===== src/rtl/hdlc_rx_pkg.sv =====
package hdlc_rx_pkg;
  typedef enum logic [1:0] {
    TAG_MID     = 2'b00,
    TAG_FIRST   = 2'b01,
    TAG_END_OK  = 2'b10,
    TAG_END_BAD = 2'b11
  } tag_e;

  localparam logic [7:0] FLAG_PAT = 8'h7E;
endpackage


===== src/rtl/hdlc_rx_line.sv =====
module hdlc_rx_line
  import hdlc_rx_pkg::*;
#(
  parameter int IDLE_ONES  = 15,
  parameter int ABORT_ONES = 7,
  parameter int GA_ONES    = 7,
  parameter int STUFF_ONES = 5
) (
  input  logic clk_i,
  input  logic rst_ni,
  input  logic bit_en_i,
  input  logic bit_i,
  output logic dvld_o,
  output logic dbit_o,
  output logic eof_o,
  output logic eof_abort_o,
  output logic idle_o,
  output logic go_ahead_o
);
  localparam int OW = $clog2(IDLE_ONES + 1);
  localparam int SW = $clog2(STUFF_ONES + 1);

  logic [7:0]    win_q, vld_q, win_d;
  logic [OW-1:0] ones_q;
  logic [SW-1:0] oones_q;
  logic          act_q, zseen_q, eof_q, abort_q, ga_q;
  logic          flag_det, abort_det, proc, stuffed;

  // raw window: oldest bit in win_q[0], leaves after eight more bits
  assign win_d     = {bit_i, win_q[7:1]};
  assign flag_det  = bit_en_i && (win_d == FLAG_PAT);
  assign abort_det = bit_en_i && bit_i && (ones_q == OW'(ABORT_ONES - 1));
  assign proc      = bit_en_i && vld_q[0] && act_q;
  assign stuffed   = !win_q[0] && (oones_q == SW'(STUFF_ONES));

  assign dvld_o      = proc && !stuffed;
  assign dbit_o      = win_q[0];
  assign eof_o       = eof_q;
  assign eof_abort_o = abort_q;
  assign idle_o      = (ones_q >= OW'(IDLE_ONES));
  assign go_ahead_o  = ga_q;

  always_ff @(posedge clk_i or negedge rst_ni) begin
    if (!rst_ni) begin
      win_q   <= '0;
      vld_q   <= '0;
      ones_q  <= '0;
      oones_q <= '0;
      act_q   <= 1'b0;
      zseen_q <= 1'b0;
      eof_q   <= 1'b0;
      abort_q <= 1'b0;
      ga_q    <= 1'b0;
    end else begin
      eof_q   <= flag_det || (abort_det && act_q);
      abort_q <= abort_det;
      ga_q    <= bit_en_i && !bit_i && zseen_q && (ones_q == OW'(GA_ONES));
      if (bit_en_i) begin
        win_q   <= win_d;
        // flag or abort bits must never reach the data path
        vld_q   <= (flag_det || abort_det) ? '0 : {1'b1, vld_q[7:1]};
        zseen_q <= zseen_q || !bit_i;
        if (!bit_i)                         ones_q <= '0;
        else if (ones_q != OW'(IDLE_ONES))  ones_q <= ones_q + OW'(1);
      end
      if (flag_det)       act_q <= 1'b1;
      else if (abort_det) act_q <= 1'b0;
      if (flag_det)                                  oones_q <= '0;
      else if (proc && !win_q[0])                    oones_q <= '0;
      else if (proc && oones_q != SW'(STUFF_ONES))   oones_q <= oones_q + SW'(1);
    end
  end
endmodule


===== src/rtl/hdlc_rx_crc.sv =====
module hdlc_rx_crc #(
  parameter int           W       = 16,
  parameter logic [W-1:0] POLY    = 16'h8408,
  parameter logic [W-1:0] INIT    = 16'hFFFF,
  parameter logic [W-1:0] RESIDUE = 16'hF0B8
) (
  input  logic clk_i,
  input  logic rst_ni,
  input  logic clr_i,
  input  logic en_i,
  input  logic bit_i,
  output logic ok_o
);
  logic [W-1:0] crc_q, crc_d;
  logic         fb;

  assign fb    = crc_q[0] ^ bit_i;
  assign crc_d = (crc_q >> 1) ^ (fb ? POLY : '0);
  assign ok_o  = (crc_q == RESIDUE);

  always_ff @(posedge clk_i or negedge rst_ni) begin
    if (!rst_ni)    crc_q <= INIT;
    else if (clr_i) crc_q <= INIT;
    else if (en_i)  crc_q <= crc_d;
  end
endmodule


===== src/rtl/hdlc_rx_pack.sv =====
module hdlc_rx_pack
  import hdlc_rx_pkg::*;
#(
  parameter int DW   = 8,
  parameter int HOLD = 3
) (
  input  logic          clk_i,
  input  logic          rst_ni,
  input  logic          dvld_i,
  input  logic          dbit_i,
  input  logic          eof_i,
  input  logic          abort_i,
  input  logic          crc_ok_i,
  output logic          wr_en_o,
  output logic [DW-1:0] wr_data_o,
  output tag_e          wr_tag_o
);
  localparam int MIN_BITS = HOLD * DW + 1;
  localparam int LW       = $clog2(MIN_BITS + 1);
  localparam int PW       = $clog2(DW);

  logic [DW-1:0] sr_q, byte_d;
  logic [DW-1:0] hold_q [HOLD];
  logic [LW-1:0] len_q;
  logic [PW-1:0] ph_q;
  logic          started_q, push, mid_wr, end_wr, whole;

  assign byte_d = {dbit_i, sr_q[DW-1:1]};
  assign push   = dvld_i && (ph_q == PW'(DW - 1));
  assign mid_wr = dvld_i && (ph_q == '0) && (len_q >= LW'(MIN_BITS - 1));
  assign end_wr = eof_i && (len_q >= LW'(MIN_BITS));
  assign whole  = (ph_q == '0);

  for (genvar g = 0; g < HOLD; g++) begin : g_hold
    if (g == 0) begin : g_head
      always_ff @(posedge clk_i or negedge rst_ni) begin
        if (!rst_ni)   hold_q[g] <= '0;
        else if (push) hold_q[g] <= byte_d;
      end
    end else begin : g_tail
      always_ff @(posedge clk_i or negedge rst_ni) begin
        if (!rst_ni)   hold_q[g] <= '0;
        else if (push) hold_q[g] <= hold_q[g-1];
      end
    end
  end

  always_ff @(posedge clk_i or negedge rst_ni) begin
    if (!rst_ni) begin
      sr_q      <= '0;
      len_q     <= '0;
      ph_q      <= '0;
      started_q <= 1'b0;
      wr_en_o   <= 1'b0;
      wr_data_o <= '0;
      wr_tag_o  <= TAG_MID;
    end else begin
      wr_en_o <= 1'b0;
      if (eof_i) begin
        len_q     <= '0;
        ph_q      <= '0;
        started_q <= 1'b0;
        if (end_wr) begin
          wr_en_o   <= 1'b1;
          // partial last byte: the oldest unwritten byte sits one stage earlier
          wr_data_o <= whole ? hold_q[HOLD-1] : hold_q[HOLD-2];
          wr_tag_o  <= (whole && crc_ok_i && !abort_i) ? TAG_END_OK : TAG_END_BAD;
        end
      end else if (dvld_i) begin
        sr_q <= byte_d;
        ph_q <= ph_q + PW'(1);
        if (len_q != LW'(MIN_BITS)) len_q <= len_q + LW'(1);
        if (mid_wr) begin
          wr_en_o   <= 1'b1;
          wr_data_o <= hold_q[HOLD-1];
          wr_tag_o  <= started_q ? TAG_MID : TAG_FIRST;
          started_q <= 1'b1;
        end
      end
    end
  end
endmodule


===== src/rtl/hdlc_rx_deframer.sv =====
module hdlc_rx_deframer
  import hdlc_rx_pkg::*;
#(
  parameter int DATA_W    = 8,
  parameter int IDLE_ONES = 15
) (
  input  logic              clk_i,
  input  logic              rst_ni,
  input  logic              bit_en_i,
  input  logic              bit_i,
  output logic              wr_en_o,
  output logic [DATA_W-1:0] wr_data_o,
  output logic [1:0]        wr_tag_o,
  output logic              idle_o,
  output logic              go_ahead_o
);
  logic dvld, dbit, eof, eof_abort, crc_ok;
  tag_e tag;

  hdlc_rx_line #(.IDLE_ONES(IDLE_ONES)) u_line (
    .clk_i      (clk_i),
    .rst_ni     (rst_ni),
    .bit_en_i   (bit_en_i),
    .bit_i      (bit_i),
    .dvld_o     (dvld),
    .dbit_o     (dbit),
    .eof_o      (eof),
    .eof_abort_o(eof_abort),
    .idle_o     (idle_o),
    .go_ahead_o (go_ahead_o)
  );

  hdlc_rx_crc u_crc (
    .clk_i (clk_i),
    .rst_ni(rst_ni),
    .clr_i (eof),
    .en_i  (dvld),
    .bit_i (dbit),
    .ok_o  (crc_ok)
  );

  hdlc_rx_pack #(.DW(DATA_W)) u_pack (
    .clk_i    (clk_i),
    .rst_ni   (rst_ni),
    .dvld_i   (dvld),
    .dbit_i   (dbit),
    .eof_i    (eof),
    .abort_i  (eof_abort),
    .crc_ok_i (crc_ok),
    .wr_en_o  (wr_en_o),
    .wr_data_o(wr_data_o),
    .wr_tag_o (tag)
  );

  assign wr_tag_o = tag;
endmodule


===== config.mk =====
export PLATFORM = sky130hd
export DESIGN_NAME = hdlc_rx_deframer
export DESIGN_NICKNAME = d
export VERILOG_FILES = /design/src/rtl/hdlc_rx_pkg.sv /design/src/rtl/hdlc_rx_line.sv /design/src/rtl/hdlc_rx_crc.sv /design/src/rtl/hdlc_rx_pack.sv /design/src/rtl/hdlc_rx_deframer.sv
export SDC_FILE = /design/constraint.sdc
export NUM_CORES = 1
export LEC_CHECK = 0
export BUFFER_PORTS_ARGS = -buffer_cell sky130_fd_sc_hd__buf_2
export CAP_MARGIN = 20
export CORE_ASPECT_RATIO = 0.5
export CORE_MARGIN = 2
export CORE_UTILIZATION = 60
export CTS_BUF_LIST = sky130_fd_sc_hd__clkbuf_2 sky130_fd_sc_hd__clkbuf_4 sky130_fd_sc_hd__clkbuf_8
export DETAILED_ROUTE_END_ITERATION = 16
export MAX_ROUTING_LAYER = met4
export PLACE_DENSITY = 0.78
export SLEW_MARGIN = 10
export SYNTH_ARGS = -nofsm -noshare
export SYNTH_HDL_FRONTEND = slang
export SYNTH_HIERARCHICAL = 1
export SYNTH_SLANG_ARGS = --single-unit

===== constraint.sdc =====
create_clock -name clk_i -period 3.2 [get_ports clk_i]
set_input_delay 0.16 -clock clk_i [delete_from_list [all_inputs] [get_ports clk_i]]
set_output_delay 0.16 -clock clk_i [all_outputs]
set_load 0.005 [all_outputs]

==> load_flow_metrics.sql, run 1 <==
INSERT INTO impl_metrics (metric_group, metric, value, unit) VALUES
('run_status', 'run_status', 'finished, final reports clean', ''),
('synthesis', 'largest_area_contributor_in_the_netlist', 'dfrtp_1', ''),
('drt', 'avgRoutedWirePerCell', '17.2', 'µm'),
('synthesis', 'yosysWarnings', '6', ''),
('power_and_ir_drop', 'power.switching', '910', 'µW'),
('global_routing', 'globalRouteTotalUtil', '0.234', ''),
('synthesis', 'synth-seq-area-share', '0.557', ''),
('hold_path', 'worst_hold_path_type', 'input pin to flip-flop', ''),
('sta', 'max-slew-margin-rel', '0.540', ''),
('sta', 'fmax', '0.425', 'GHz'),
('synthesis', 'netlist_top_cells_area', 'dfrtp_1 46%, dfstp_2 9.8%, mux2_2 9.7%', ''),
('die', 'core_area', '0.00681', 'mm²'),
('power_and_ir_drop', 'peakVddDrop', '0.306', 'mV'),
('global_routing', 'initial_antenna_violation_count', '0', ''),
('sta', 'final-hold-violation-count', '0', ''),
('sta', 'worst_setup_slack_after_layout', '0.850', 'ns'),
('synthesis', 'summed_instance_area_of_the_synthesized_netlist', '0.00430', 'mm²'),
('die', 'rows', '21', ''),
('synthesis', 'synth_fp_nets', '364', ''),
('sta', 'slew_violations', '0', ''),
('cells_and_area', 'area_growth_syn_to_layout', '8.95', '%'),
('placement', 'finalWeightedCongestion', '0.762', ''),
('drt', 'drc', '0', ''),
('critical_path', 'worst-endpoint-arrival', '2.61', 'ns'),
('critical_path', 'criticalPathCategory', 'flip-flop to flip-flop', ''),
('placement', 'worst_case_setup_slack_after_placement', '0.898', 'ns'),
('sta', 'unrepaired_setup_endpoints_after_global_routing', 'false', ''),
('power_and_ir_drop', 'switching_fraction', '0.296', ''),
('drt', 'via_per_inst', '6.14', ''),
('clock_network', 'ctsLongestPathBuffers', '2', ''),
('clock_network', 'ctsResizeCount', '0', ''),
('placement', 'numPortBuffers', '16', ''),
('power_and_ir_drop', 'power_frac_clock', '0.261', ''),
('synthesis', 'ys_ff_latch', '95', ''),
('clock_network', 'h-tree-depth', '3', ''),
('placement', 'dp.final_hpwl', '5.36', 'mm'),
('cells_and_area', 'num-nets-final', '380', ''),
('die', 'count_of_boundary_i_o_pins', '17', ''),
('synthesis', 'post_synth_inst_count', '351', ''),
('sta', 'timing.final.crit_period', '2.35', 'ns'),
('cells_and_area', 'most_used_cells_in_the_layout_excluding_fill_and_tap_cells', '79 x dfrtp_1, 37 x mux2_2, 18 x nor2b_1, 18 x o21ai_0, 17 x inv_1', ''),
('synthesis', 'syn_area_per_cell', '12.3', 'µm²'),
('cells_and_area', 'final_common_cell', 'dfrtp_1', ''),
('clock_network', 'cts_tree', 'done', ''),
('cells_and_area', 'layout-drive-gt1-share', '0.280', ''),
('die', 'die_y', '63.9', 'µm'),
('sta', 'setup_viol', '0', ''),
('sta', 'worst_pin_slew', '0.690', 'ns'),
('cells_and_area', 'utilization', '0.689', ''),
('clock_network', 'cts.sinks', '95', ''),
('clock_network', 'worst_skew_pair.late_latency', '0.36', 'ns'),
('cells_and_area', 'antenna_diode_count', '0', ''),
('power_and_ir_drop', 'cell_internal_pwr', '2.16', 'mW'),
('global_routing', 'global_route_wire_length_before_repair', '13.7', 'mm'),
('synthesis', 'netlist.area_leader.share', '0.459', ''),
('sta', 'final.period_utilization', '0.734', ''),
('cells_and_area', 'fillers', '490', ''),
('global_routing', 'grt_overflow', '0', ''),
('clock_network', 'clock_tree.root_cell', 'clkbuf_8', ''),
('die', 'initial_utilization', '0.632', ''),
('die', 'design.die.area', '0.00791', 'mm²'),
('drt', 'totalWireLength', '8.00', 'mm'),
('synthesis', 'synth-edff-count', '0', ''),
('synthesis', 'synth_ff_type', 'dfrtp_1', ''),
('clock_network', 'post_cts_setup_buffers', '0', ''),
('global_routing', 'grt_max_degree', '57', ''),
('synthesis', 'synth-async-reset-ratio', '1.00', ''),
('sta', 'fin_tns_setup', '0', 'ns'),
('clock_network', 'clk_pin_slew_worst_paths', '0.09', 'ns'),
('power_and_ir_drop', 'combinationalPowerShare', '0.200', ''),
('clock_network', 'postCtsHoldBufs', '1', '');
cell families (layout without fill, tap and decap cells):
kind of cell               count (synthesis)  count (layout)  synth area share
buffers and inverters                     40              61            0.0410
and+or+nand+nor                           81              81             0.121
xor gates and xnor gates                   6               6            0.0192
DFF                                       95              95             0.557
adders and majority gates                  9               9            0.0262
AOI/OAI and AO/OA                         80              80             0.131
muxes                                     40              40             0.105
worst paths after layout:
path	start	endpoint	slack, ns	depth (start not counted)
max in group asynchronous	rst_ni	u_crc/crc_q[5]	2.01	3
min in group asynchronous	rst_ni	u_line/win_q[6]	0.37	2
hold / removal	bit_i	u_line/ones_q[1]	0.12	2
hold reg to reg	u_line/zseen_q	u_line/zseen_q	0.45	2
setup / recovery	u_line/oones_q[0]	u_pack/wr_tag_o[0]	0.85	7
setup reg to reg	u_line/oones_q[0]	u_pack/wr_tag_o[0]	0.85	7
metrics by stage:
stage                     std cells  power (mW)  instance area, µm²
after floorplan                 351        2.10                4300
after global placement          447        2.22                4470
after global routing            464        3.25                4690
after detailed placement        447        2.28                4470
final                           464        3.07                4690
after CTS                       464        3.09                4690
Yosys cell counts, types with 2 or more instances:
master    instances
o41ai_1           3
a31oi_1           8
nand2b_1          4
and3_1            2
dfstp_2          16
a221oi_1          8
nor2b_1          18
inv_1            17
a211o_1          16
nand2_1          14
nor2_1            6
buf_6             2
a21oi_1          12
ha_1              9
clkbuf_1          8
o32ai_1           5
o21ai_0          18
or3_1             4
dfrtp_1          79
a22o_1            2
mux2_2           37
and4b_1           2
buf_2             9
nand4_1           3
o31ai_1           3
nand4b_1          6
xor3_1            2
nand3_1          10
buf_1             3
xor2_1            3
mux2i_1           2
routing by layer:
| metal | GRT usage | wire, µm | part of all wire | vias up |
|---|---|---|---|---|
| met2 | 0.376 | 4010 | 0.50 | 72 |
| met4 | 0.0909 | 121 | 0.015 | 0 |
| met5 | - | 0 | 0 | - |
| met3 | 0.0696 | 365 | 0.046 | 13 |
| met1 | 0.281 | 3500 | 0.44 | 1450 |
| li1 | - | - | - | 1314 |
final cells by class:
class / count / area (µm²) / share of cell area
timing repair buffer: 27 / 168 / 0.0358
clock inverter: 6 / 70.1 / 0.0149
multi-input combinational: 216 / 1730 / 0.370
sequential: 95 / 2400 / 0.511
inverter: 18 / 67.6 / 0.0144
clock buffer: 10 / 138 / 0.0293
tap: 92 / 115 / 0.0245
worst max-delay path, cell delays in order (launching register included):
cell and delay (ns):
dfrtp_1 0.43, ha_1 0.24, and2_1 0.21, a21oi_2 0.17, buf_4 0.25, nor2b_1 0.20
a22o_1 0.41, mux2_4 0.34
state kept, by name, summed over array words and instances (netlist names):
register / cells
u_pack/wr_tag_o: 2
u_line/eof_abort_o: 1
u_pack/wr_data_o: 8
u_line/go_ahead_o: 1
u_pack/ph_q: 3
u_pack/started_q: 1
u_pack/hold_q: 24
u_line/win_q: 8
u_line/vld_q: 8
u_pack/sr_q: 7
u_crc/crc_q: 16
u_line/act_q: 1
u_pack/len_q: 5
u_line/ones_q: 4
u_pack/wr_en_o: 1
u_line/eof_o: 1
u_line/oones_q: 3
u_line/zseen_q: 1
power by group through the flow:
stage          clock network, mW  registers (mW)  logic (mW)
2_1_floorplan                  0            1.60       0.498
3_3_place_gp                   0            1.65       0.570
3_5_place_dp                   0            1.67       0.612
4_1_cts                    0.818            1.65       0.616
5_1_grt                    0.885            1.68       0.679
6_report                   0.801            1.66       0.615
Power figures use the tool's default switching activity.
==> run 2: changes to the inputs <==
--- a/config.mk
+++ b/config.mk
@@ -9,11 +9,11 @@
 export CAP_MARGIN = 20
 export CORE_ASPECT_RATIO = 0.5
 export CORE_MARGIN = 2
-export CORE_UTILIZATION = 60
+export CORE_UTILIZATION = 58
 export CTS_BUF_LIST = sky130_fd_sc_hd__clkbuf_2 sky130_fd_sc_hd__clkbuf_4 sky130_fd_sc_hd__clkbuf_8
 export DETAILED_ROUTE_END_ITERATION = 16
 export MAX_ROUTING_LAYER = met4
-export PLACE_DENSITY = 0.78
+export PLACE_DENSITY = 0.79
 export SLEW_MARGIN = 10
 export SYNTH_ARGS = -nofsm -noshare
 export SYNTH_HDL_FRONTEND = slang
==> constraint.sdc (replaced) <==
create_clock -name clk_i -period 1.9 [get_ports clk_i]
set_input_delay 0.095 -clock clk_i [delete_from_list [all_inputs] [get_ports clk_i]]
set_output_delay 0.095 -clock clk_i [all_outputs]
set_load 0.005 [all_outputs]
==> load_flow_metrics.sql, run 2 (same netlist as run 1, synthesis figures left out) <==
INSERT INTO impl_metrics (metric_group, metric, value, unit) VALUES
('clock_network', 'h-tree-depth', '3', ''),
('drt', 'avgRoutedWirePerCell', '16.6', 'µm'),
('critical_path', 'worstSetupStartpointType', 'flip-flop', ''),
('die', 'rows', '22', ''),
('critical_path', 'critical_path.cell_chain', 'or4bb_1 -> nor4_2 -> nand2_1 -> o31a_1 -> mux2_4', ''),
('drt', 'firstDrtPassIters', '5', ''),
('drt', 'via_per_inst', '5.91', ''),
('global_routing', 'global_route_wire_length_before_repair', '13.1', 'mm'),
('global_routing', 'grt_overflow', '0', ''),
('die', 'count_of_boundary_i_o_pins', '17', ''),
('critical_path', 'path_delay_family', 'simple AND/OR/NAND/NOR gates', ''),
('placement', 'numPortBuffers', '16', ''),
('cells_and_area', 'num-nets-final', '387', ''),
('clock_network', 'worst_skew_pair.late_latency', '0.36', 'ns'),
('sta', 'fin_tns_setup', '0', 'ns'),
('cells_and_area', 'antenna_diode_count', '0', ''),
('die', 'fp.dieW', '126', 'µm'),
('sta', 'max-slew-margin-rel', '0.631', ''),
('sta', 'setup_viol', '0', ''),
('cells_and_area', 'final_common_cell', 'dfrtp_1', ''),
('power_and_ir_drop', 'power_density', '1090', 'mW/mm²'),
('drt', 'initialDrtViolationCount', '200', ''),
('cells_and_area', 'layout-drive-gt1-share', '0.311', ''),
('drt', 'totalWireLength', '7.90', 'mm'),
('drt', 'antenna_left', '0', ''),
('hold_path', 'worst_hold_path_type', 'input pin to flip-flop', ''),
('global_routing', 'globalRouteTotalUtil', '0.212', ''),
('sta', 'clock_skew', '0.00758', 'ns'),
('sta', 'timing.final.crit_period', '1.89', 'ns'),
('drt', 'drc', '0', ''),
('cells_and_area', 'most_used_cells_in_the_layout_excluding_fill_and_tap_cells', '79 x dfrtp_1, 37 x mux2_2, 18 x o21ai_0, 17 x nor2b_1, 17 x inv_1', ''),
('placement', 'finalWeightedCongestion', '0.769', ''),
('global_routing', 'initial_antenna_violation_count', '0', ''),
('global_routing', 'grt_max_degree', '44', ''),
('sta', 'final.hold.worst_slack', '0.0496', 'ns'),
('clock_network', 'cts.sinks', '95', ''),
('die', 'core_area', '0.00727', 'mm²'),
('cells_and_area', 'top_register', 'u_pack/hold_q', ''),
('global_routing', 'first_global_vias', '2822', ''),
('critical_path', 'worstPathMaxFanout', '3', ''),
('power_and_ir_drop', 'peakVddDrop', '0.514', 'mV'),
('cells_and_area', 'layout_top_registers', 'u_pack/hold_q x24, u_crc/crc_q x16', ''),
('sta', 'slew_violations', '0', ''),
('critical_path', 'worstSetupEndpointType', 'flip-flop', ''),
('sta', 'final-hold-violation-count', '0', ''),
('clock_network', 'clk_pin_slew_worst_paths', '0.08', 'ns'),
('critical_path', 'worst-endpoint-arrival', '2.13', 'ns'),
('job', 'max_cap_violations', '0', ''),
('clock_network', 'clock_tree.root_cell', 'clkbuf_8', ''),
('sta', 'unrepaired_setup_endpoints_after_global_routing', 'true', ''),
('cells_and_area', 'number_of_flip_flops_under_the_largest_register_name', '24', ''),
('critical_path', 'critical_path.max_stage_delay', '0.55', 'ns'),
('power_and_ir_drop', 'leakagePower', '2.32', 'nW'),
('clock_network', 'cts_tree', 'done', ''),
('critical_path', 'crit_slowest_cell', 'dfstp_2', ''),
('sta', 'worst_pin_slew', '0.553', 'ns'),
('placement', 'dp.final_hpwl', '5.31', 'mm'),
('sta', 'fmax', '0.530', 'GHz'),
('critical_path', 'crit_buf_inv', '0', ''),
('critical_path', 'criticalPathCategory', 'flip-flop to flip-flop', ''),
('run_status', 'run_status', 'finished, final reports clean', ''),
('critical_path', 'worstPathRequired', '2.14', 'ns'),
('die', 'initial_utilization', '0.592', ''),
('sta', 'final.period_utilization', '0.993', ''),
('clock_network', 'ctsLongestPathBuffers', '2', ''),
('clock_network', 'numCtsBuffers', '9', ''),
('die', 'design.die.area', '0.00817', 'mm²'),
('drt', 'via_count', '2806', ''),
('die', 'die_y', '64.9', 'µm'),
('cells_and_area', 'area_growth_syn_to_layout', '11.9', '%');
run 2: final cells by class:
cell class / count / area (µm²)
inverters: 18 / 67.6
clock buffers: 13 / 160
fillers: 529 / 2450
clock inverters: 3 / 42.5
flip-flops and latches: 95 / 2400
multi-input cells: 216 / 1760
repair buffers: 34 / 267
well taps: 96 / 120
run 2: through the flow:
step	cell area (µm²)	std cells	setup slack (ns)	power [mW]	util
after floorplan	4330	351	0.0116	3.55	-
after global placement	4540	455	0.0736	3.79	0.625
after detailed placement	4540	455	0.0369	3.90	0.625
after CTS	4760	472	0.0258	5.24	0.655
after global routing	4820	475	-0.0626	5.53	0.663
final	4820	475	0.0139	5.25	0.663
run 2: worst paths after layout:
kind,startpoint,depth (start not counted),slack [ns],endpoint
worst max register to register,u_crc/crc_q[4],5,0.01,u_pack/wr_tag_o[0]
worst max-delay path,u_crc/crc_q[4],5,0.01,u_pack/wr_tag_o[0]
min in group asynchronous,rst_ni,2,0.28,u_line/act_q
max in group asynchronous,rst_ni,3,0.98,u_crc/crc_q[4]
worst min-delay path,bit_i,2,0.05,u_line/ones_q[1]
worst min register to register,u_line/zseen_q,2,0.46,u_line/zseen_q
run 2: what timing repair did:
action / in CTS / in global routing
hold buffers: 1 / 0
endpoints found under the hold margin: 27 / 0
gates cloned: 0 / 1
setup endpoints to repair: 1 / 18
gates resized for setup: 1 / 5
setup buffers: 0 / 2
run 2: metal layers:
metal / share of wire / global-route usage / vias to the layer above
met5: 0 / - / -
met3: 0.057 / 0.0735 / 9
met2: 0.49 / 0.345 / 57
li1: - / - / 1327
met4: 0.013 / 0.0769 / 0
met1: 0.43 / 0.249 / 1413
run 2: report_power, final:
group	switching, mW	internal [mW]	total [mW]
logic	0.534	0.616	1.15
clock network	0.644	0.687	1.33
registers	0.304	2.47	2.77
total	1.48	3.77	5.25
run 2: worst reg2reg max path: stages, from the launching register on:
cell and delay (ns):
dfstp_2 0.55, or4bb_1 0.50, nor4_2 0.14, nand2_1 0.09
o31a_1 0.24, mux2_4 0.26
==> run 3: changes to the inputs <==
--- a/config.mk
+++ b/config.mk
@@ -14,6 +14,7 @@
 export DETAILED_ROUTE_END_ITERATION = 16
 export MAX_ROUTING_LAYER = met4
 export PLACE_DENSITY = 0.79
+export REMOVE_ABC_BUFFERS = 1
 export SLEW_MARGIN = 10
 export SYNTH_ARGS = -nofsm -noshare
 export SYNTH_HDL_FRONTEND = slang
==> load_flow_metrics.sql, run 3 (same netlist as run 1, synthesis figures left out) <==
INSERT INTO impl_metrics (metric_group, metric, value, unit) VALUES
('run_status', 'run_status', 'finished with violations', ''),
('run_status', 'violated_checks', 'negative setup slack', ''),
('critical_path', 'criticalPathCategory', 'flip-flop to flip-flop', ''),
('clock_network', 'worst_skew_pair.late_latency', '0.36', 'ns'),
('sta', 'fmax', '0.525', 'GHz'),
('global_routing', 'initial_antenna_violation_count', '0', ''),
('critical_path', 'worstSetupEndpointType', 'flip-flop', ''),
('power_and_ir_drop', 'leakagePower', '2.31', 'nW'),
('sta', 'worst_pin_slew', '0.588', 'ns'),
('drt', 'initialDrtViolationCount', '193', ''),
('sta', 'setup_viol', '1', ''),
('critical_path', 'worst-endpoint-arrival', '2.16', 'ns'),
('clock_network', 'ctsLongestPathBuffers', '2', ''),
('cells_and_area', 'reg_area', '0.00240', 'mm²'),
('hold_path', 'holdPathStages', '2', ''),
('placement', 'placed_cells_incl_taps', '458', ''),
('cells_and_area', 'fillers', '522', ''),
('global_routing', 'global_route_wire_length_before_repair', '13.2', 'mm'),
('cells_and_area', 'number_of_flip_flops_under_the_largest_register_name', '24', ''),
('critical_path', 'r2r-end', 'u_pack/wr_tag_o[0]', ''),
('drt', 'totalWireLength', '7.89', 'mm'),
('clock_network', 'numCtsBuffers', '9', ''),
('clock_network', 'clk_pin_slew_worst_paths', '0.09', 'ns'),
('hold_path', 'worst_hold_path_type', 'input pin to flip-flop', ''),
('die', 'core_area', '0.00727', 'mm²'),
('die', 'count_of_boundary_i_o_pins', '17', ''),
('global_routing', 'globalRouteTotalUtil', '0.213', ''),
('critical_path', 'worstSetupStartpointType', 'flip-flop', ''),
('critical_path', 'critical_path.cell_chain', 'or4bb_1 -> nor4_2 -> nand2_1 -> o31a_1 -> mux2_4', ''),
('die', 'design.die.area', '0.00817', 'mm²'),
('sta', 'max-slew-margin-rel', '0.608', ''),
('sta', 'unrepaired_setup_endpoints_after_global_routing', 'true', ''),
('cells_and_area', 'most_used_cells_in_the_layout_excluding_fill_and_tap_cells', '79 x dfrtp_1, 37 x mux2_2, 18 x o21ai_0, 17 x nor2b_1, 17 x inv_1', ''),
('power_and_ir_drop', 'power_density', '1080', 'mW/mm²'),
('sta', 'timing.final.crit_period', '1.91', 'ns'),
('critical_path', 'worstPathRequired', '2.15', 'ns'),
('cells_and_area', 'finish.instance_area', '0.00477', 'mm²'),
('cells_and_area', 'antenna_diode_count', '0', ''),
('cells_and_area', 'layout-drive-gt1-share', '0.298', ''),
('drt', 'firstDrtPassIters', '4', ''),
('die', 'rows', '22', ''),
('placement', 'dp.final_hpwl', '5.45', 'mm'),
('critical_path', 'crit_slowest_cell', 'dfstp_2', ''),
('global_routing', 'first_global_vias', '2804', ''),
('cells_and_area', 'top_register', 'u_pack/hold_q', ''),
('sta', 'slew_violations', '0', ''),
('clock_network', 'h-tree-depth', '3', ''),
('cells_and_area', 'post_layout_nonfiller_instances', '475', ''),
('cells_and_area', 'multi_input_area', '0.00175', 'mm²'),
('sta', 'final.hold.worst_slack', '0.0649', 'ns'),
('placement', 'placedInstanceArea', '0.00454', 'mm²'),
('clock_network', 'cts_tree', 'done', ''),
('die', 'fp.dieW', '126', 'µm'),
('cells_and_area', 'num-nets-final', '387', ''),
('cells_and_area', 'layout_top_registers', 'u_pack/hold_q x24, u_crc/crc_q x16', ''),
('critical_path', 'regToRegStartpoint', 'u_crc/crc_q[4]', ''),
('drt', 'via_count', '2802', ''),
('drt', 'drc', '0', ''),
('hold_path', 'worstHoldEndpoint', 'u_line/ones_q[1]', ''),
('critical_path', 'worstPathMaxFanout', '3', ''),
('die', 'initial_utilization', '0.592', ''),
('global_routing', 'grt_max_degree', '50', ''),
('clock_network', 'clock_tree.root_cell', 'clkbuf_8', ''),
('global_routing', 'grt_overflow', '0', ''),
('sta', 'worst_setup_slack_after_layout', '-0.00587', 'ns'),
('placement', 'finalWeightedCongestion', '0.764', ''),
('sta', 'final.period_utilization', '1.00', ''),
('cells_and_area', 'final_common_cell', 'dfrtp_1', ''),
('drt', 'avgRoutedWirePerCell', '16.6', 'µm'),
('hold_path', 'worst_min_delay_path_startpoint', 'bit_i', ''),
('sta', 'clock_skew', '0.0104', 'ns'),
('power_and_ir_drop', 'peakVddDrop', '0.537', 'mV'),
('drt', 'antenna_left', '0', ''),
('die', 'die_y', '64.9', 'µm'),
('critical_path', 'r2r_setup_slack', '-0.006', 'ns'),
('job', 'max_cap_violations', '0', ''),
('cells_and_area', 'area_growth_syn_to_layout', '10.8', '%'),
('placement', 'numPortBuffers', '16', ''),
('clock_network', 'post_cts_setup_buffers', '0', ''),
('clock_network', 'cts.sinks', '95', ''),
('drt', 'via_per_inst', '5.90', ''),
('cells_and_area', 'utilization', '0.657', ''),
('critical_path', 'critical_path.max_stage_delay', '0.55', 'ns'),
('critical_path', 'r2r.worst_path.cells', '5', ''),
('placement', 'worst_case_setup_slack_after_placement', '-0.0581', 'ns'),
('sta', 'final-hold-violation-count', '0', '');
[run 3: repair_timing]
item | in CTS | in global routing
endpoints found under the setup margin | 22 | 56
gates cloned | 0 | 0
hold buffers | 1 | 0
gates resized for setup | 3 | 5
endpoints found under the hold margin | 30 | 0
pin swaps | 0 | 2
[run 3: critical path: cells and delay by family, from the launching register on]
family           cells  cell delay, ns
AND/OR/NAND/NOR      3            0.76
flip-flops           1            0.55
multiplexers         1            0.25
AO/OA/AOI/OAI        1            0.24
[run 3: power breakdown]
| group | total [mW] | switching, mW | internal [mW] |
|---|---|---|---|
| registers | 2.77 | 0.299 | 2.47 |
| logic | 1.12 | 0.532 | 0.588 |
| clock network | 1.27 | 0.671 | 0.599 |
[run 3: final cells by class]
cell class                      instances  area share
Inverter                               18      0.0142
Clock inverter                          7      0.0134
Sequential cell                        95       0.502
Timing Repair Buffer                   34      0.0530
Tap cell                               96      0.0252
Clock buffer                            9      0.0260
Multi-Input combinational cell        216       0.366
[run 3: metal layers]
layer / GRT usage / wire, µm / up-vias
met1: 0.258 / 3540 / 1393
met3: 0.0578 / 336 / 15
met2: 0.350 / 3890 / 60
met5: - / 0 / -
li1: - / - / 1334
met4: 0.0769 / 129 / 0
[run 3: worst max path at each step]
stage	slack, ns	start	cells past startpoint	end
floorplan	-2.27	u_line/oones_q[0]	6	u_pack/wr_tag_o[0]
global placement	0.07	u_line/oones_q[1]	8	u_crc/crc_q[4]
detailed placement	-0.06	u_line/oones_q[1]	8	u_crc/crc_q[6]
CTS	-0.007	u_crc/crc_q[4]	5	u_pack/wr_tag_o[0]
global route	-0.09	u_crc/crc_q[4]	5	u_pack/wr_tag_o[0]
finish	-0.006	u_crc/crc_q[4]	5	u_pack/wr_tag_o[0]
[run 3: metrics by stage]
stage / power, mW / setup TNS [ns]
final: 5.16 / -0.00587
after global routing: 5.44 / -0.580
after CTS: 5.18 / -0.00670
after detailed placement: 3.90 / -0.486
after global placement: 3.80 / 0
after floorplan: 3.50 / -115.85
